<file path="src/rtl/eeprom_slv_pkg.sv">
package eeprom_slv_pkg;
    localparam int ADDR_W = 8;
    localparam int DATA_W = 8;
    localparam int CNT_W  = $clog2(DATA_W + 1);
    localparam logic [3:0] DEV_CODE = 4'b1010;

    typedef enum logic [2:0] {
        ST_IDLE, ST_RX, ST_RX_ACK, ST_TX, ST_TX_ACK
    } st_e;

    typedef enum logic [1:0] {
        RK_CTRL, RK_ADDR, RK_DATA
    } rk_e;

    typedef struct packed {
        st_e               st;
        rk_e               rk;
        logic [CNT_W-1:0]  cnt;
        logic [DATA_W-1:0] sh;
        logic [ADDR_W-1:0] ptr;
        logic              rd;
        logic              pull;
        logic              mack;
        logic              pend;
        logic              wreq;
        logic [ADDR_W-1:0] wa;
        logic [DATA_W-1:0] wd;
        logic              commit;
    } slv_state_t;
endpackage

</file>
<file path="src/rtl/eeprom_scl_edge.sv">
module eeprom_scl_edge (
    input  logic clk,
    input  logic rst_n,
    input  logic scl_i,
    output logic rise_o,
    output logic fall_o
);
    logic prev_q;

    always_ff @(posedge clk or negedge rst_n) begin
        if (!rst_n) prev_q <= 1'b1;
        else        prev_q <= scl_i;
    end

    assign rise_o = scl_i & ~prev_q;
    assign fall_o = ~scl_i & prev_q;
endmodule

</file>
<file path="src/rtl/eeprom_ptr_step.sv">
module eeprom_ptr_step #(
    parameter int W         = 8,
    parameter int WRAP_BITS = 3
) (
    input  logic [W-1:0] cur_i,
    output logic [W-1:0] nxt_o
);
    generate
        if (WRAP_BITS >= W) begin : g_full
            assign nxt_o = cur_i + W'(1);
        end else begin : g_page
            assign nxt_o = {cur_i[W-1:WRAP_BITS], cur_i[WRAP_BITS-1:0] + WRAP_BITS'(1)};
        end
    endgenerate
endmodule

</file>
<file path="src/rtl/eeprom_slave_ctrl.sv">
module eeprom_slave_ctrl
    import eeprom_slv_pkg::*;
#(
    parameter int PAGE_BITS = 3
) (
    input  logic              clk,
    input  logic              rst_n,
    input  logic              scl_i,
    input  logic              sda_i,
    input  logic              start_i,
    input  logic              stop_i,
    input  logic              busy_i,
    input  logic [DATA_W-1:0] mem_rdata_i,
    output logic              sda_pull_o,
    output logic [ADDR_W-1:0] mem_raddr_o,
    output logic              wr_req_o,
    output logic [ADDR_W-1:0] wr_addr_o,
    output logic [DATA_W-1:0] wr_data_o,
    output logic              wr_commit_o
);
    localparam logic [CNT_W-1:0] LAST_BIT = CNT_W'(DATA_W);

    slv_state_t q, d;
    logic scl_rise, scl_fall;
    logic [ADDR_W-1:0] ptr_page_nxt, ptr_full_nxt;

    eeprom_scl_edge u_edge (
        .clk(clk), .rst_n(rst_n), .scl_i(scl_i),
        .rise_o(scl_rise), .fall_o(scl_fall)
    );

    eeprom_ptr_step #(.W(ADDR_W), .WRAP_BITS(PAGE_BITS)) u_page_step (
        .cur_i(q.ptr), .nxt_o(ptr_page_nxt)
    );

    eeprom_ptr_step #(.W(ADDR_W), .WRAP_BITS(ADDR_W)) u_full_step (
        .cur_i(q.ptr), .nxt_o(ptr_full_nxt)
    );

    always_comb begin
        d = q;
        d.wreq   = 1'b0;
        d.commit = 1'b0;
        if (stop_i) begin
            d.st     = ST_IDLE;
            d.pull   = 1'b0;
            d.cnt    = '0;
            d.commit = q.pend;
            d.pend   = 1'b0;
        end else if (start_i) begin
            d.st   = ST_RX;
            d.rk   = RK_CTRL;
            d.cnt  = '0;
            d.pull = 1'b0;
            d.pend = 1'b0;
        end else begin
            case (q.st)
                ST_RX: begin
                    if (scl_rise) begin
                        d.sh  = {q.sh[DATA_W-2:0], sda_i};
                        d.cnt = q.cnt + CNT_W'(1);
                    end else if (scl_fall && q.cnt == LAST_BIT) begin
                        d.cnt = '0;
                        if (busy_i) begin
                            d.st = ST_IDLE;
                        end else begin
                            case (q.rk)
                                RK_CTRL: begin
                                    if (q.sh[DATA_W-1:DATA_W-4] == DEV_CODE) begin
                                        d.rd   = q.sh[0];
                                        d.pull = 1'b1;
                                        d.st   = ST_RX_ACK;
                                    end else begin
                                        d.st = ST_IDLE;
                                    end
                                end
                                RK_ADDR: begin
                                    d.ptr  = q.sh;
                                    d.pull = 1'b1;
                                    d.st   = ST_RX_ACK;
                                end
                                default: begin
                                    d.wreq = 1'b1;
                                    d.wa   = q.ptr;
                                    d.wd   = q.sh;
                                    d.ptr  = ptr_page_nxt;
                                    d.pend = 1'b1;
                                    d.pull = 1'b1;
                                    d.st   = ST_RX_ACK;
                                end
                            endcase
                        end
                    end
                end
                ST_RX_ACK: begin
                    if (scl_fall) begin
                        d.pull = 1'b0;
                        d.cnt  = '0;
                        if (q.rk == RK_CTRL && q.rd) begin
                            d.st   = ST_TX;
                            d.sh   = mem_rdata_i;
                            d.ptr  = ptr_full_nxt;
                            d.pull = ~mem_rdata_i[DATA_W-1];
                        end else begin
                            d.st = ST_RX;
                            d.rk = (q.rk == RK_CTRL) ? RK_ADDR : RK_DATA;
                        end
                    end
                end
                ST_TX: begin
                    if (scl_rise) begin
                        d.cnt = q.cnt + CNT_W'(1);
                    end else if (scl_fall) begin
                        if (q.cnt == LAST_BIT) begin
                            d.pull = 1'b0;
                            d.st   = ST_TX_ACK;
                        end else begin
                            d.sh   = {q.sh[DATA_W-2:0], 1'b0};
                            d.pull = ~q.sh[DATA_W-2];
                        end
                    end
                end
                ST_TX_ACK: begin
                    if (scl_rise) begin
                        d.mack = ~sda_i;
                    end else if (scl_fall) begin
                        d.cnt = '0;
                        if (q.mack) begin
                            d.st   = ST_TX;
                            d.sh   = mem_rdata_i;
                            d.ptr  = ptr_full_nxt;
                            d.pull = ~mem_rdata_i[DATA_W-1];
                        end else begin
                            d.st = ST_IDLE;
                        end
                    end
                end
                default: d.pull = 1'b0;
            endcase
        end
    end

    always_ff @(posedge clk or negedge rst_n) begin
        if (!rst_n) begin
            q <= '{st: ST_IDLE, rk: RK_CTRL, default: '0};
        end else begin
            q <= d;
        end
    end

    assign sda_pull_o  = q.pull;
    assign mem_raddr_o = q.ptr;
    assign wr_req_o    = q.wreq;
    assign wr_addr_o   = q.wa;
    assign wr_data_o   = q.wd;
    assign wr_commit_o = q.commit;

    // a byte completed while busy is never acknowledged
    a_r3_no_ack_when_busy: assert property (@(posedge clk) disable iff (!rst_n)
        (q.st == ST_RX && scl_fall && q.cnt == LAST_BIT && busy_i && !start_i && !stop_i)
        |=> !sda_pull_o);

    // bus conditions restart the bit count
    a_r10_event_clears_count: assert property (@(posedge clk) disable iff (!rst_n)
        (start_i || stop_i) |=> (q.cnt == '0));

    // the SDA drive moves only behind an SCL fall or a bus condition
    a_r12_drive_after_fall: assert property (@(posedge clk) disable iff (!rst_n)
        !$stable(sda_pull_o) |-> $past(scl_fall || start_i || stop_i));

    // write requests come only from data bytes of a write
    a_r4_wreq_from_data: assert property (@(posedge clk) disable iff (!rst_n)
        wr_req_o |-> (q.rk == RK_DATA && q.st == ST_RX_ACK && !q.rd));

    // commit is always the consequence of a STOP
    a_r6_commit_after_stop: assert property (@(posedge clk) disable iff (!rst_n)
        wr_commit_o |-> $past(stop_i));

    // an idle slave never holds SDA
    a_r11_idle_silent: assert property (@(posedge clk) disable iff (!rst_n)
        (q.st == ST_IDLE) |-> !sda_pull_o);

    // the bit counter never passes the acknowledge slot
    a_r2_cnt_bound: assert property (@(posedge clk) disable iff (!rst_n)
        q.cnt <= LAST_BIT);
endmodule

</file>
<file path="config.mk">
export PLATFORM = sky130hd
export DESIGN_NAME = eeprom_slave_ctrl
export DESIGN_NICKNAME = d
export VERILOG_FILES = /design/src/rtl/eeprom_slv_pkg.sv /design/src/rtl/eeprom_scl_edge.sv /design/src/rtl/eeprom_ptr_step.sv /design/src/rtl/eeprom_slave_ctrl.sv
export SDC_FILE = /design/constraint.sdc
export NUM_CORES = 1
export LEC_CHECK = 0
export BUFFER_PORTS_ARGS = -buffer_cell sky130_fd_sc_hd__buf_4
export CAP_MARGIN = 20
export CELL_PAD_IN_SITES_DETAIL_PLACEMENT = 1
export CELL_PAD_IN_SITES_GLOBAL_PLACEMENT = 1
export CORE_MARGIN = 1
export CORE_UTILIZATION = 48
export CTS_CLUSTER_SIZE = 25
export DETAILED_ROUTE_END_ITERATION = 8
export PLACE_DENSITY = 0.9
export REMOVE_ABC_BUFFERS = 1
export SLEW_MARGIN = 20
export SYNTH_ARGS = -nofsm -noshare
export SYNTH_HDL_FRONTEND = slang
export SYNTH_SLANG_ARGS = --single-unit
</file>
<file path="constraint.sdc">
create_clock -name clk -period 5.6 [get_ports clk]
set_input_delay 0.28 -clock clk [delete_from_list [all_inputs] [get_ports clk]]
set_output_delay 0.28 -clock clk [all_outputs]
set_load 0.005 [all_outputs]
</file>
# After elaboration in Yosys (flattened, before gate mapping)
# Cells that the tools add are included.
dict set report totals {
  output_inout_bits 27
  inputBits 15
  word_cells 151
  reg_bits 48
}
dict set report classes {
  n_addsub 3
  n_bitwise 12
  eq_ne 38
  n_mux 61
  reduce_logical 22
}
# op count
set op_table {}
lappend op_table {{$mux W18} 5}
lappend op_table {{$pmux W12 S4} 1}
lappend op_table {{$ne A4 B4 Y1 const B} 11}
lappend op_table {{$mux W20} 2}
lappend op_table {{$mux W17} 2}
lappend op_table {{$mux W16} 2}
lappend op_table {{$mux W8} 4}
lappend op_table {{$mux W10} 3}
lappend op_table {{$ne A2 B2 Y1 const B} 14}
lappend op_table {{$mux W3} 9}
lappend op_table {{$mux W25} 1}
lappend op_table {{$pmux W8 S3} 1}
lappend op_table {{$reduce_and A12 Y1} 2}
lappend op_table {{$mux W2} 8}
lappend op_table {{$mux W4} 4}
lappend op_table {{$pmux W8 S2} 1}
lappend op_table {{$mux W1} 15}
lappend op_table {{$reduce_and A13 Y1} 1}
lappend op_table {{$pmux W3 S4} 1}
lappend op_table {{$ne A5 B5 Y1 const B} 2}
lappend op_table {{$not A1 Y1} 10}
lappend op_table {{$reduce_and A10 Y1} 1}
lappend op_table {{$mux W9} 1}
lappend op_table {{$reduce_and A9 Y1} 1}
lappend op_table {{other kinds (25)} 34}

# Logic depth before layout (Yosys ltp)
dict set report depth {
  word_depth 9
  depth_mapped 8
  mapped_depth_nobuf 7
}

# By module
# From an unflattened synthesis, not the netlist that was laid out.
dict set report unflattened {
  cells_unflattened 288
  hier_area_um2 3085.5
}
# mod area_each_um2 n_inst seq_area_each_um2 cells_per_inst
set by_module_without_submodules {}
lappend by_module_without_submodules {eeprom_slave_ctrl 2865.2 1 1176.1 261}
lappend by_module_without_submodules {{eeprom_ptr_step (u_full_step)} 116.4 1 0.0 16}
lappend by_module_without_submodules {{eeprom_ptr_step (u_page_step)} 62.6 1 0.0 8}
lappend by_module_without_submodules {eeprom_scl_edge 41.3 1 26.3 3}

# Least setup slack after synthesis
# OpenSTA, ideal clock, no wires.
dict set report synth_timing {
  kind {flip-flop to flip-flop}
  startpoint {register q[38] (netlist bit)}
  endpoint {register q[30] (netlist bit)}
  path_slack_ns 3.572
  arrival_ns 1.903
  path_buffers 1
  synth_period_minus_slack_ns 2.028
  stages_incl_launch_ff 9
  setup_ns 0.125
  required_ns 5.475
  path_cell_list {dfrtp_1 -> inv_1 -> ha_1 -> and3b_1 -> o32a_1 -> a2111o_1 -> buf_2 -> nand2_1 -> o21ai_1}
}
dict set report synth_between {
  elab_chain_len 3
}
# item line_no
set synth_rtl {}
lappend synth_rtl {{start, declared} eeprom_slave_ctrl.sv:23} ;# slv_state_t q, d;
lappend synth_rtl {{start signal, assigned} eeprom_slave_ctrl.sv:145} ;# q <= '{st: ST_IDLE, rk: RK_CTRL, default: '0};
lappend synth_rtl {{start signal, assigned} eeprom_slave_ctrl.sv:147} ;# q <= d;
lappend synth_rtl {{$eq A4 B4 Y1} eeprom_slave_ctrl.sv:114} ;# if (q.cnt == LAST_BIT) begin
lappend synth_rtl {{$ne A2 B2 Y1 (no line)} -}
lappend synth_rtl {{$reduce_and A12 Y1 (no line)} -}
# Every way passes these cells.
# A chain may end at the register's enable or synchronous reset.

# Worst setup path after layout
dict set report layout_timing {
  startpoint {register q[45] (netlist bit)}
  endpoint {register q[33] (netlist bit)}
}
dict set report layout_between {
  elab_chain_len 3
  elab_cells_between_ends 16
  cone_classes {13 x eq/ne; 1 x mux; 2 x reduce/logical}
}
# item line_no
set layout_rtl {}
lappend layout_rtl {{$eq A3 B3 Y1 (tied with other cells)} eeprom_slave_ctrl.sv:57} ;# case (q.st)
lappend layout_rtl {{$reduce_bool A4 Y1 (no line) or $ne A2 B2 Y1 (tied branches)} -}
lappend layout_rtl {{$reduce_and A12 Y1 (no line)} -}
# Parallel ways exist; a longest one is shown, timed or not.

==> impl_metrics.ini <==
[run_status]
outcome = completed

[sta]
final_hold_viol_count = 0
hold_slack_ns = 0.112
rsz0062_at_grt = false
fin_crit_sh = 0.456
skew_ns = 0.0120
fin_crit_ns = 2.55
finalSetupViolations = 0
slew_headroom = 0.440
worst_pin_slew_ns = 0.837
fin_setup_tns_ns = 0
fmax_mhz = 391
drv_slew = 0

[global_route]
overflow = 0
grt_pass1_vias = 2344
antenna_found_initial = 0
grtUsageTotal = 0.255
grt_first_pass_wirelength_um = 12000
grt_max_degree = 49

[setup_path]
arrival_ns = 2.74
r2r_cells = 5
end_kind = register
start_kind = register
r2r-start = q[45]
required_ns = 5.79
crit_chain = xor2_1, nand2_1, a2111o_1, nand2_1, o21ai_1
crit_path_frequent_cell = nand2_1
slowest_delay_ns = 0.77
criticalPathCategory = reg -> reg
crit_fanout = 22
rrSetupSlack_ns = 3.05
crit_path_top_delay_cell = dfrtp_1
timing.rr.end = q[33]

[worst_hold_path]
min_to = u_edge.prev_q
whs_path_depth = 1
hp-class = in -> reg
hp-start = scl_i

[routing]
drc = 0
num_vias = 2287
ant_nets = 0
wl_per_cell_um = 20.2
via_per_inst = 6.23
drtIter0Drc = 197
wirelength_um = 7410
first_pass_iters = 4

[pwr]
power_switching_w = 0.000194
p_seq_frac = 0.526
power_density_nw_per_um2 = 233
internal-power_w = 0.000535
power.leakage_nw = 1.45
combPwrFrac = 0.104
power.clock.fraction = 0.371
vdd_drop_max_v = 0.000122
switching_share = 0.266

[synthesis]
postSynthAreaPerCell_sq_um = 10.2
synth_top_area_cell = dfrtp_1
ys_types = 66
ys_top_cells_by_count = 47 x dfrtp_1, 24 x buf_4, 19 x a21oi_1, 19 x nand2_1, 17 x o21ai_1
synthCells = 278
syn_area_sq_um = 2830
yosysSeqAreaShare = 0.425
synth_edf_count = 0
yosysMostFrequentCell = dfrtp_1
synthFlopType = dfrtp_1
synthArstFlopShare = 1.00
yosys_warnings = 0
ys_seq_elements = 48
yosysTopAreaCellShare = 0.416
synth_area_leaders = dfrtp_1 42%, buf_4 6.4%, mux2_4 4.2%

[placement]
dp_hpwl_um = 5090
globalplace.congestion = 0.935
io_buffer_count = 41
dp.cells = 358

[clocking]
cts_tree = built
post_cts_buffers = 0
cts_buffers = 5
ctsLongestPathBuffers = 2
root_buffer = clkbuf_8
clkTransAtPathRegs_ns = 0.10
clock-sinks = 48
h-tree-depth = 2
insertion_delay_ns = 0.32

[die]
die_area_sq_um = 6200
row_count = 27
initial_core_util = 0.504
coreArea_sq_um = 5610
die_y_um = 78.8
boundaryPins = 42
die_x_um = 78.8

[flow_run]
cap_violations = 0

[layout]
area_growth_pct = 10.6
stdcell_count = 367
final_nets = 312
fillers = 637
drive_above_1_share = 0.237
antennaDiodeCount = 0
[placed cells by master, fill, tap and decap left out, drive strengths merged, types with 3 or more instances in the layout]
| cell type | instances |
|---|---|
| o31ai | 3 |
| buf | 41 |
| nor2b | 4 |
| inv | 7 |
| clkbuf | 6 |
| mux2i | 9 |
| mux2 | 17 |
| nand3 | 5 |
| a21oi | 19 |
| ha | 3 |
| nor2 | 10 |
| o41ai | 5 |
| nor3b | 6 |
| nor3 | 7 |
| o21ai | 25 |
| dfrtp | 47 |
| a31oi | 3 |
| and3 | 3 |
| nand2 | 19 |
| nand2b | 5 |
[worst max-delay path: cells and delay by family (launching register included)]
family | cells | cell delay [ns]
xor gates and xnor gates | 1 | 0.34
DFF | 1 | 0.77
and+or+nand+nor | 2 | 0.55
AOI/OAI and AO/OA | 2 | 0.77
[metal layers]
| layer | wire, um | vias up | share of wire | global-route usage |
|---|---|---|---|---|
| met2 | 3700 | 67 | 0.50 | 0.417 |
| met3 | 296 | 10 | 0.040 | 0.0425 |
| met1 | 3290 | 1180 | 0.44 | 0.341 |
| li1 | - | 1030 | - | - |
| met4 | 120 | 0 | 0.016 | 0.0926 |
| met5 | 0 | - | 0 | 0 |
[cell families after synthesis]
kind of cell,Yosys count,share of synthesized area
xor gates and xnor gates,3,0.00929
DFF,48,0.425
and+or+nand+nor,81,0.177
muxes,26,0.110
AOI/OAI and AO/OA,77,0.175
adders and majority gates,3,0.0133
buffers and inverters,40,0.0902
[cell type report]
| cell class | count | area [sq um] | share of cell area |
|---|---|---|---|
| clock buffer | 6 | 82.6 | 0.0264 |
| clock inverter | 2 | 38.8 | 0.0124 |
| inverter | 7 | 26.3 | 0.00840 |
| multi-input combinational | 190 | 1370 | 0.438 |
| sequential | 48 | 1200 | 0.384 |
| tap | 72 | 90.1 | 0.0288 |
| timing repair buffer | 42 | 318 | 0.102 |
[per-stage QoR]
stage	setup WS (ns)	power (W)	area [sq um]	utilization
final	3.05	0.000729	3130	0.558
after global placement	3.37	0.000457	3000	0.535
after detailed placement	3.21	0.000462	3000	0.535
after CTS	3.13	0.000728	3130	0.558
after floorplan	3.61	0.000423	2600	-
after global routing	2.91	0.000753	3130	0.558
[timing repair]
item	CTS	global route
hold buffers	1	0
resized for setup	0	0
hold endpoints to repair	37	0
[flip-flops by register name, summed over array words and instances (netlist names)]
signal and cells:
q 20, wr_data_o 8, wr_commit_o 1, mem_raddr_o 8, u_edge.prev_q 1, sda_pull_o 1
wr_addr_o 8, wr_req_o 1
[power groups by stage]
stage / logic (W) / clock network [W] / registers [W]
final: 0.0000755 / 0.000270 / 0.000383
after global routing: 0.0000843 / 0.000284 / 0.000385
after CTS: 0.0000747 / 0.000270 / 0.000383
after detailed placement: 0.0000727 / 0 / 0.000389
after global placement: 0.0000687 / 0 / 0.000388
after floorplan: 0.0000439 / 0 / 0.000379
[how the worst max path moves through the flow]
stage / slack (ns) / start / to / cells past startpoint
after floorplan: 3.61 / q[38] / q[30] / 7
after global placement: 3.37 / q[45] / q[37] / 5
after detailed placement: 3.21 / q[45] / q[33] / 5
after CTS: 3.13 / q[45] / q[33] / 5
after global routing: 2.91 / q[45] / q[33] / 5
final: 3.05 / q[45] / q[33] / 5
Power figures use the tool's default switching activity.
